**src/rtl/ctl_pkg.sv**
```systemverilog
package ctl_pkg;
  parameter int unsigned OPC_W = 6;
  parameter int unsigned FN_W  = 6;

  localparam logic [OPC_W-1:0] OPC_RTYPE = 6'h00;
  localparam logic [OPC_W-1:0] OPC_LOAD  = 6'h23;
  localparam logic [OPC_W-1:0] OPC_STORE = 6'h2B;
  localparam logic [OPC_W-1:0] OPC_BEQ   = 6'h04;

  localparam logic [FN_W-1:0] FN_ADD = 6'h20;
  localparam logic [FN_W-1:0] FN_SUB = 6'h22;
  localparam logic [FN_W-1:0] FN_AND = 6'h24;
  localparam logic [FN_W-1:0] FN_OR  = 6'h25;
  localparam logic [FN_W-1:0] FN_SLT = 6'h2A;

  typedef enum logic [2:0] {
    ALU_ADD = 3'd0, ALU_SUB = 3'd1, ALU_AND = 3'd2, ALU_OR = 3'd3, ALU_SLT = 3'd4
  } alu_op_e;

  typedef struct packed {
    logic    reg_dst;
    logic    alu_src;
    logic    ext_op;
    alu_op_e alu_op;
  } ex_ctl_t;

  typedef struct packed {
    logic mem_wr;
    logic branch;
  } mem_ctl_t;

  typedef struct packed {
    logic mem_to_reg;
    logic reg_wr;
  } wb_ctl_t;

  typedef struct packed {
    ex_ctl_t  ex;
    mem_ctl_t mem;
    wb_ctl_t  wb;
  } stage_ctl_t;

  localparam int unsigned CTL_W   = $bits(stage_ctl_t);
  localparam int unsigned LATE_W  = $bits(mem_ctl_t) + $bits(wb_ctl_t);
  localparam int unsigned WB_W    = $bits(wb_ctl_t);
  localparam int unsigned IFID_W  = OPC_W + FN_W + 1;
endpackage

```
**src/rtl/ctl_stage_reg.sv**
```systemverilog
module ctl_stage_reg #(
  parameter int unsigned W = 8
) (
  input  logic         clk_i,
  input  logic         rst_ni,
  input  logic         en_i,
  input  logic         clr_i,
  input  logic [W-1:0] d_i,
  output logic [W-1:0] q_o
);
  // clear outranks enable; cleared value is the bubble (all zero)
  always_ff @(posedge clk_i or negedge rst_ni) begin
    if (!rst_ni)     q_o <= '0;
    else if (clr_i)  q_o <= '0;
    else if (en_i)   q_o <= d_i;
  end
endmodule

```
**src/rtl/ctl_decoder.sv**
```systemverilog
module ctl_decoder
  import ctl_pkg::*;
(
  input  logic             valid_i,
  input  logic [OPC_W-1:0] opcode_i,
  input  logic [FN_W-1:0]  funct_i,
  output stage_ctl_t       ctl_o
);
  always_comb begin
    ctl_o = '0;
    if (valid_i) begin
      unique case (opcode_i)
        OPC_RTYPE: begin
          ctl_o.ex.reg_dst = 1'b1;
          ctl_o.wb.reg_wr  = 1'b1;
          unique case (funct_i)
            FN_ADD:  ctl_o.ex.alu_op = ALU_ADD;
            FN_SUB:  ctl_o.ex.alu_op = ALU_SUB;
            FN_AND:  ctl_o.ex.alu_op = ALU_AND;
            FN_OR:   ctl_o.ex.alu_op = ALU_OR;
            FN_SLT:  ctl_o.ex.alu_op = ALU_SLT;
            default: ctl_o = '0;
          endcase
        end
        OPC_LOAD: begin
          ctl_o.ex.alu_src    = 1'b1;
          ctl_o.ex.ext_op     = 1'b1;
          ctl_o.wb.mem_to_reg = 1'b1;
          ctl_o.wb.reg_wr     = 1'b1;
        end
        OPC_STORE: begin
          ctl_o.ex.alu_src = 1'b1;
          ctl_o.ex.ext_op  = 1'b1;
          ctl_o.mem.mem_wr = 1'b1;
        end
        OPC_BEQ: begin
          ctl_o.ex.ext_op  = 1'b1;
          ctl_o.ex.alu_op  = ALU_SUB;
          ctl_o.mem.branch = 1'b1;
        end
        default: ctl_o = '0;
      endcase
    end
  end
endmodule

```
**src/rtl/ctl_pipe.sv**
```systemverilog
module ctl_pipe
  import ctl_pkg::*;
(
  input  logic             clk_i,
  input  logic             rst_ni,
  input  logic [OPC_W-1:0] opcode_i,
  input  logic [FN_W-1:0]  funct_i,
  input  logic             stall_i,
  input  logic             flush_i,
  output logic             ex_reg_dst_o,
  output logic             ex_alu_src_o,
  output logic             ex_ext_op_o,
  output logic [2:0]       ex_alu_op_o,
  output logic             mem_wr_o,
  output logic             mem_branch_o,
  output logic             wb_mem_to_reg_o,
  output logic             wb_reg_wr_o
);
  logic [IFID_W-1:0] if_id_q;
  stage_ctl_t        dec_ctl;
  stage_ctl_t        id_ex_q;
  logic [LATE_W-1:0] ex_mem_q;
  logic [WB_W-1:0]   mem_wb_q;
  mem_ctl_t          mem_grp;
  wb_ctl_t           wb_grp;

  ctl_stage_reg #(.W(IFID_W)) u_if_id (
    .clk_i, .rst_ni,
    .en_i (!stall_i),
    .clr_i(flush_i),
    .d_i  ({1'b1, opcode_i, funct_i}),
    .q_o  (if_id_q)
  );

  ctl_decoder u_dec (
    .valid_i (if_id_q[IFID_W-1]),
    .opcode_i(if_id_q[FN_W +: OPC_W]),
    .funct_i (if_id_q[FN_W-1:0]),
    .ctl_o   (dec_ctl)
  );

  ctl_stage_reg #(.W(CTL_W)) u_id_ex (
    .clk_i, .rst_ni,
    .en_i (1'b1),
    .clr_i(stall_i | flush_i),
    .d_i  (dec_ctl),
    .q_o  (id_ex_q)
  );

  ctl_stage_reg #(.W(LATE_W)) u_ex_mem (
    .clk_i, .rst_ni,
    .en_i (1'b1),
    .clr_i(1'b0),
    .d_i  ({id_ex_q.mem, id_ex_q.wb}),
    .q_o  (ex_mem_q)
  );

  ctl_stage_reg #(.W(WB_W)) u_mem_wb (
    .clk_i, .rst_ni,
    .en_i (1'b1),
    .clr_i(1'b0),
    .d_i  (ex_mem_q[WB_W-1:0]),
    .q_o  (mem_wb_q)
  );

  assign mem_grp = mem_ctl_t'(ex_mem_q[LATE_W-1:WB_W]);
  assign wb_grp  = wb_ctl_t'(mem_wb_q);

  assign ex_reg_dst_o    = id_ex_q.ex.reg_dst;
  assign ex_alu_src_o    = id_ex_q.ex.alu_src;
  assign ex_ext_op_o     = id_ex_q.ex.ext_op;
  assign ex_alu_op_o     = id_ex_q.ex.alu_op;
  assign mem_wr_o        = mem_grp.mem_wr;
  assign mem_branch_o    = mem_grp.branch;
  assign wb_mem_to_reg_o = wb_grp.mem_to_reg;
  assign wb_reg_wr_o     = wb_grp.reg_wr;
endmodule

```
**config.mk**
```make
export PLATFORM = sky130hd
export DESIGN_NAME = ctl_pipe
export DESIGN_NICKNAME = d
export VERILOG_FILES = /design/src/rtl/ctl_pkg.sv /design/src/rtl/ctl_stage_reg.sv /design/src/rtl/ctl_decoder.sv /design/src/rtl/ctl_pipe.sv
export SDC_FILE = /design/constraint.sdc
export NUM_CORES = 1
export LEC_CHECK = 0
export CAP_MARGIN = 20
export CORE_MARGIN = 2
export CORE_UTILIZATION = 43
export DETAILED_ROUTE_END_ITERATION = 7
export GPL_ROUTABILITY_DRIVEN = 0
export PLACE_DENSITY = 0.8
export SLEW_MARGIN = 20
export SYNTH_ARGS = -nofsm -noshare
export SYNTH_HDL_FRONTEND = slang
export SYNTH_SLANG_ARGS = --single-unit
```
**constraint.sdc**
```tcl
create_clock -name clk_i -period 1.25 [get_ports clk_i]
set_input_delay 0.25 -clock clk_i [delete_from_list [all_inputs] [get_ports clk_i]]
set_output_delay 0.25 -clock clk_i [all_outputs]
set_load 0.02 [all_outputs]
```
# Word-level counts from Yosys, hierarchy flattened
# Cells that the tools add are included.
dict set report word_totals {
  reg_bits 29
  latch_bits 0
  ram_bits 0
  mem_bits_ro 0
  in_bits 16
  output_inout_bits 10
  elab_cells 32
  memories 0
}
dict set report op_classes {
  n_addsub 0
  multipliers 0
  div 0
  n_lt_le_gt_ge 0
  n_eq_ne 9
  n_shift 0
  mux 14
  bitwise_logic 1
  reduce_logical 4
}
# operator count
set op_table {}
lappend op_table {{== test 6 bit, second input constant} 7}
lappend op_table {{2-to-1 mux 13 bit} 2}
lappend op_table {{2-to-1 mux 10 bit} 2}
lappend op_table {{case mux 3 bit (4 select lines)} 1}
lappend op_table {{case mux 1 bit (2 select lines)} 4}
lappend op_table {{== test 6 x 3 -> 1 bit, second input constant} 1}
lappend op_table {{zero test 6 bit} 1}
lappend op_table {{case mux 3 bit (2 select lines)} 1}
lappend op_table {{OR reduction 5 bit} 1}
lappend op_table {{case mux 2 bit (2 select lines)} 1}
lappend op_table {{2-to-1 mux 3 bit} 1}
lappend op_table {{OR reduction 3 bit} 1}
lappend op_table {{2-to-1 mux 1 bit} 2}
lappend op_table {{!= test 2 x 1 -> 1 bit, second input constant} 1}
lappend op_table {{OR reduction 2 bit} 1}
lappend op_table {{OR 1 bit} 1}

# Depth between registers and ports, before layout
dict set report logic_depth {
  word_depth 6
  depth_mapped 4
}

# Cells and area by module
# From an unflattened synthesis, not the netlist that was laid out.
dict set report unflattened {
  hier_cells 122
  area_unflattened_um2 1366.3
}
# module n_inst cells_each area_per_inst_um2 seq_area_each_um2
set by_module_without_submodules {}
lappend by_module_without_submodules {{ctl_stage_reg (u_if_id)} 1 42 539.3 325.3}
lappend by_module_without_submodules {{ctl_stage_reg (u_id_ex)} 1 32 402.9 250.2}
lappend by_module_without_submodules {ctl_decoder 1 25 168.9 0.0}
lappend by_module_without_submodules {{ctl_stage_reg (u_ex_mem)} 1 13 160.2 100.1}
lappend by_module_without_submodules {{ctl_stage_reg (u_mem_wb)} 1 6 77.6 50.0}
lappend by_module_without_submodules {ctl_pipe 1 4 17.5 0.0}

# Worst setup path before layout
# OpenSTA, ideal clock, no wires.
dict set report synth_timing {
  kind {flip-flop to flip-flop}
  from {reg u_if_id.q_o[8]}
  to {reg u_id_ex.q_o[4]}
  setup_time_ns 0.078
  t_arrival_ns 1.212
  path_slack_ns -0.039
  path_stages_with_launch 4
  path_buffers 0
  synth_period_minus_slack_ns 1.289
  cell_sequence {dfrtp_1 > or3b_2 > a211o_1 > a21oi_1}
}
dict set report synth_between {
  elab_chain_cells 4
  elab_cells_between_ends 5
}
# element line
set synth_lines {}
lappend synth_lines {{start: declaration} ctl_stage_reg.sv:9} ;# output logic [W-1:0] q_o
lappend synth_lines {{start signal: assignment} ctl_stage_reg.sv:15} ;# else if (en_i) q_o <= d_i;
lappend synth_lines {{== test 6 x 3 -> 1 bit / zero test 6 bit (equally long branches)} ctl_decoder.sv:12} ;# unique case (opcode_i)
lappend synth_lines {{case mux 3 bit (2 select lines) (*)} ctl_decoder.sv:12}
lappend synth_lines {{2-to-1 mux 10 bit (*)} ctl_decoder.sv:11} ;# if (valid_i) begin
lappend synth_lines {{2-to-1 mux 10 bit (*)} ctl_stage_reg.sv:14} ;# else if (clr_i) q_o <= '0;
lappend synth_lines {{end signal: assignment} ctl_stage_reg.sv:15}
lappend synth_lines {{end: declaration} ctl_stage_reg.sv:9}
# Every way passes the cells marked *; elsewhere a longest branch is shown, timed or not.
# A chain may end at the register's enable or synchronous reset.

# Worst setup path in the final report
dict set report layout_timing {
  from {reg u_if_id.q_o[4]}
  to {reg u_id_ex.q_o[4]}
}
dict set report layout_between {
  elab_chain_cells 5
  elab_cells_between_ends 8
}
# element line
set layout_lines {}
lappend layout_lines {{== test 6 bit} ctl_decoder.sv:16} ;# unique case (funct_i)
lappend layout_lines {{case mux 3 bit (4 select lines) (*)} ctl_decoder.sv:16}
lappend layout_lines {{case mux 3 bit (2 select lines) (*)} ctl_decoder.sv:12}
lappend layout_lines {{2-to-1 mux 10 bit (*)} ctl_decoder.sv:11}
lappend layout_lines {{2-to-1 mux 10 bit (*)} ctl_stage_reg.sv:14}
# Marked as above.

==> results.md <==
* Clock Latency Late Sink at 0.32 ns
* Drt drc at 0
* GR Util All Layers at 0.1625
* CP top delay family: compound AO/OA/AOI/OAI gates
* Worst Path Arrival at 1.57 ns
* Die width at 55.54 um
* Die area at 0.003085 mm^2
* Via count at 817
* Synthesized flop and latch total at 29
* Avg WL per Cell at 13.04 um
* Fin crit period at 1.332 ns
* Placed Cells at 156
* Min Hold Slack at 0.2815 ns
* Skew final at 0.003694 ns
* Final Cycle Share at 1.065
* Syn Std Cell Area at 0.001142 mm^2
* Overall Power at 1.985 mW
* Grt total ovfl at 0
* RSZ-0062 raised after global routing: yes
* # IOs at 26
* Synth Instances at 90
* Cell taking the most area after synthesis: dfrtp_1
* Clk slew on worst S/H paths at 0.08 ns
* Post-synth EDFFs at 0
* Initial antenna violation count at 0
* Fin. Hold Viols at 0
* Final nets at 150
* Worst path max stage delay at 0.41 ns
* Number of distinct library cells after synthesis at 28
* Failing checks: negative setup slack
* N_diodes at 0
* Drt total wl at 2152 um
* Syn_nets at 106
* First-pass GRT wire length at 3760 um
* Height of the die at 55.54 um
* Worst-path cell chain: or3b_4 > a211o_1 > a21oi_2
* Ys flop type: dfrtp_1
* R2r setup slk at -0.08 ns
* # rows at 18
* Max Root-Sink Buffers at 2
* Worst path bufs/invs at 0
* Worst setup SP type: flop
* Core area at 0.002500 mm^2
* Vias in the first global route at 887
* Largest net degree at the start of global routing at 30
* Post-DR vias/cell at 4.952
* FMAX at 751.0 MHz
* Max Cap Violations at 0
* Synth top area share at 0.6353
* Port Buffers at 25
* First-pass iteration count of the detailed router at 4
* Post-detail-place hpwl at 1567 um
* Status: finished with violations
* Slew Limit Fails at 0
* Maximum vdd drop at 0.9980 mV
* Leakage power at 0.7937 nW
* Layout cell share with drive strength beyond 1 at 0.3111
* Hold buffer count at CTS at 0
* Slowest CP cell: or3b_4
* CP Class: reg -> reg
* Initial Util at 0.4570
* Inserted Clock Buffers at 5
* Post-route ant nets at 0
* Post-synth ARST share at 1.000
* Initial DRC Count at 5
* Slew @ Worst Pin at 0.3198 ns
* CTS Sinks at 29
* Slew headroom at 0.7863
* Worst Path Required at 1.49 ns
* Post-place setup slack at -0.4760 ns
* Ys Warns at 0
* Synthesized area per cell at 12.69 um^2
* Post-route non-filler standard cell count at 165
* CTS tree: done
* H-tree depth at 2
* Hold Crit Class: in -> async
* Sequential area share after synthesis at 0.6353
* Most common cell in the netlist: dfrtp_1
* CP Max Fanout at 3
* Setup Viol. Count Final at 3
* Ranking of synthesized cells by area: dfrtp_1 64%, mux2i_1 11%, nor2_1 4.3%
* Crit end category: flop
* Power Density at 1212 mW/mm^2
* PnR worst setup slack at -0.08157 ns
* Synth cell count leaders: 29 x dfrtp_1, 13 x mux2i_1, 13 x nor2_1, 4 x a21oi_1, 4 x nand2_1
* Area Overhead vs Synth at 43.37%
* Root Buffer: clkbuf_4
[metrics by stage]
stage	utilization	area [um^2]	TNS [ns]
after floorplan	-	1145	0
after global placement	0.6121	1530	-3.851
after detailed placement	0.6121	1530	-5.258
after CTS	0.6552	1638	-0.06884
after global routing	0.6552	1638	-0.5804
final	0.6552	1638	-0.09904
[report_power, final]
| group | internal (mW) | switching (mW) | total (mW) |
|---|---|---|---|
| combinational | 0.131 | 0.0989 | 0.229 |
| sequential | 0.963 | 0.0221 | 0.985 |
| clock | 0.477 | 0.294 | 0.771 |
[worst reg2reg max path, cell delays in order, from the launching register on]
cell and delay [ns]:
dfrtp_1 0.40, or3b_4 0.41, a211o_1 0.30, a21oi_2 0.14
[cell families (layout without fill, tap and decap cells)]
family	count (synthesis)	count (layout)	share of synthesized area
compound gates	5	5	0.02519
buf+inv	8	53	0.04380
flops	29	29	0.6353
mux	13	13	0.1139
simple gates	35	35	0.1818
[worst paths after layout]
| check | to | from | depth (start not counted) |
|---|---|---|---|
| worst min register to register | u_mem_wb.q_o[0] | u_ex_mem.q_o[0] | 0 |
| worst min-delay path | u_if_id.q_o[0] | rst_ni | 2 |
| max in group asynchronous | u_ex_mem.q_o[2] | rst_ni | 2 |
| worst max register to register | u_id_ex.q_o[4] | u_if_id.q_o[4] | 3 |
| min in group clk_i | u_mem_wb.q_o[0] | u_ex_mem.q_o[0] | 0 |
| worst max-delay path | u_id_ex.q_o[4] | u_if_id.q_o[4] | 3 |
[cells in the final DEF (no fill, tap or decap), drive strengths merged, types with 2 or more instances in the layout]
cell / n
a21oi: 4
buf: 18
clkbuf: 12
clkdlybuf4s15: 5
clkdlybuf4s50: 13
dfrtp: 29
inv: 2
mux2i: 13
nand2: 4
nor2: 14
nor3: 2
nor4: 2
nor4b: 2
or3b: 2
[repair_timing]
item / 4_1_cts / 5_1_grt
setup endpoints to repair: 16 / 16
resized for setup: 22 / 13
pin swaps: 6 / 6
setup buffers: 1 / 0
[area by class of cell]
class / instances / area [um^2]
Fill cell: 185 / 862.1
Sequential cell: 29 / 725.7
Multi-Input combinational cell: 53 / 406.6
Timing Repair Buffer: 43 / 375.4
Clock buffer: 7 / 55.05
Tap cell: 30 / 37.54
Clock inverter: 1 / 30.03
Inverter: 2 / 7.507
[metal layers]
layer / track usage / wire (um) / vias to the layer above
met5: 0 / 0 / -
li1: - / - / 395
met4: 0.09059 / 42 / 0
met2: 0.2619 / 1080 / 24
met3: 0.07494 / 107 / 5
met1: 0.1759 / 921 / 393
[sequential cells by signal (all words and copies together), names as in the netlist]
register and count:
u_if_id.q_o 13, u_mem_wb.q_o 2, u_id_ex.q_o 10, u_ex_mem.q_o 4
Note: power is estimated with default switching activity, not from simulation.
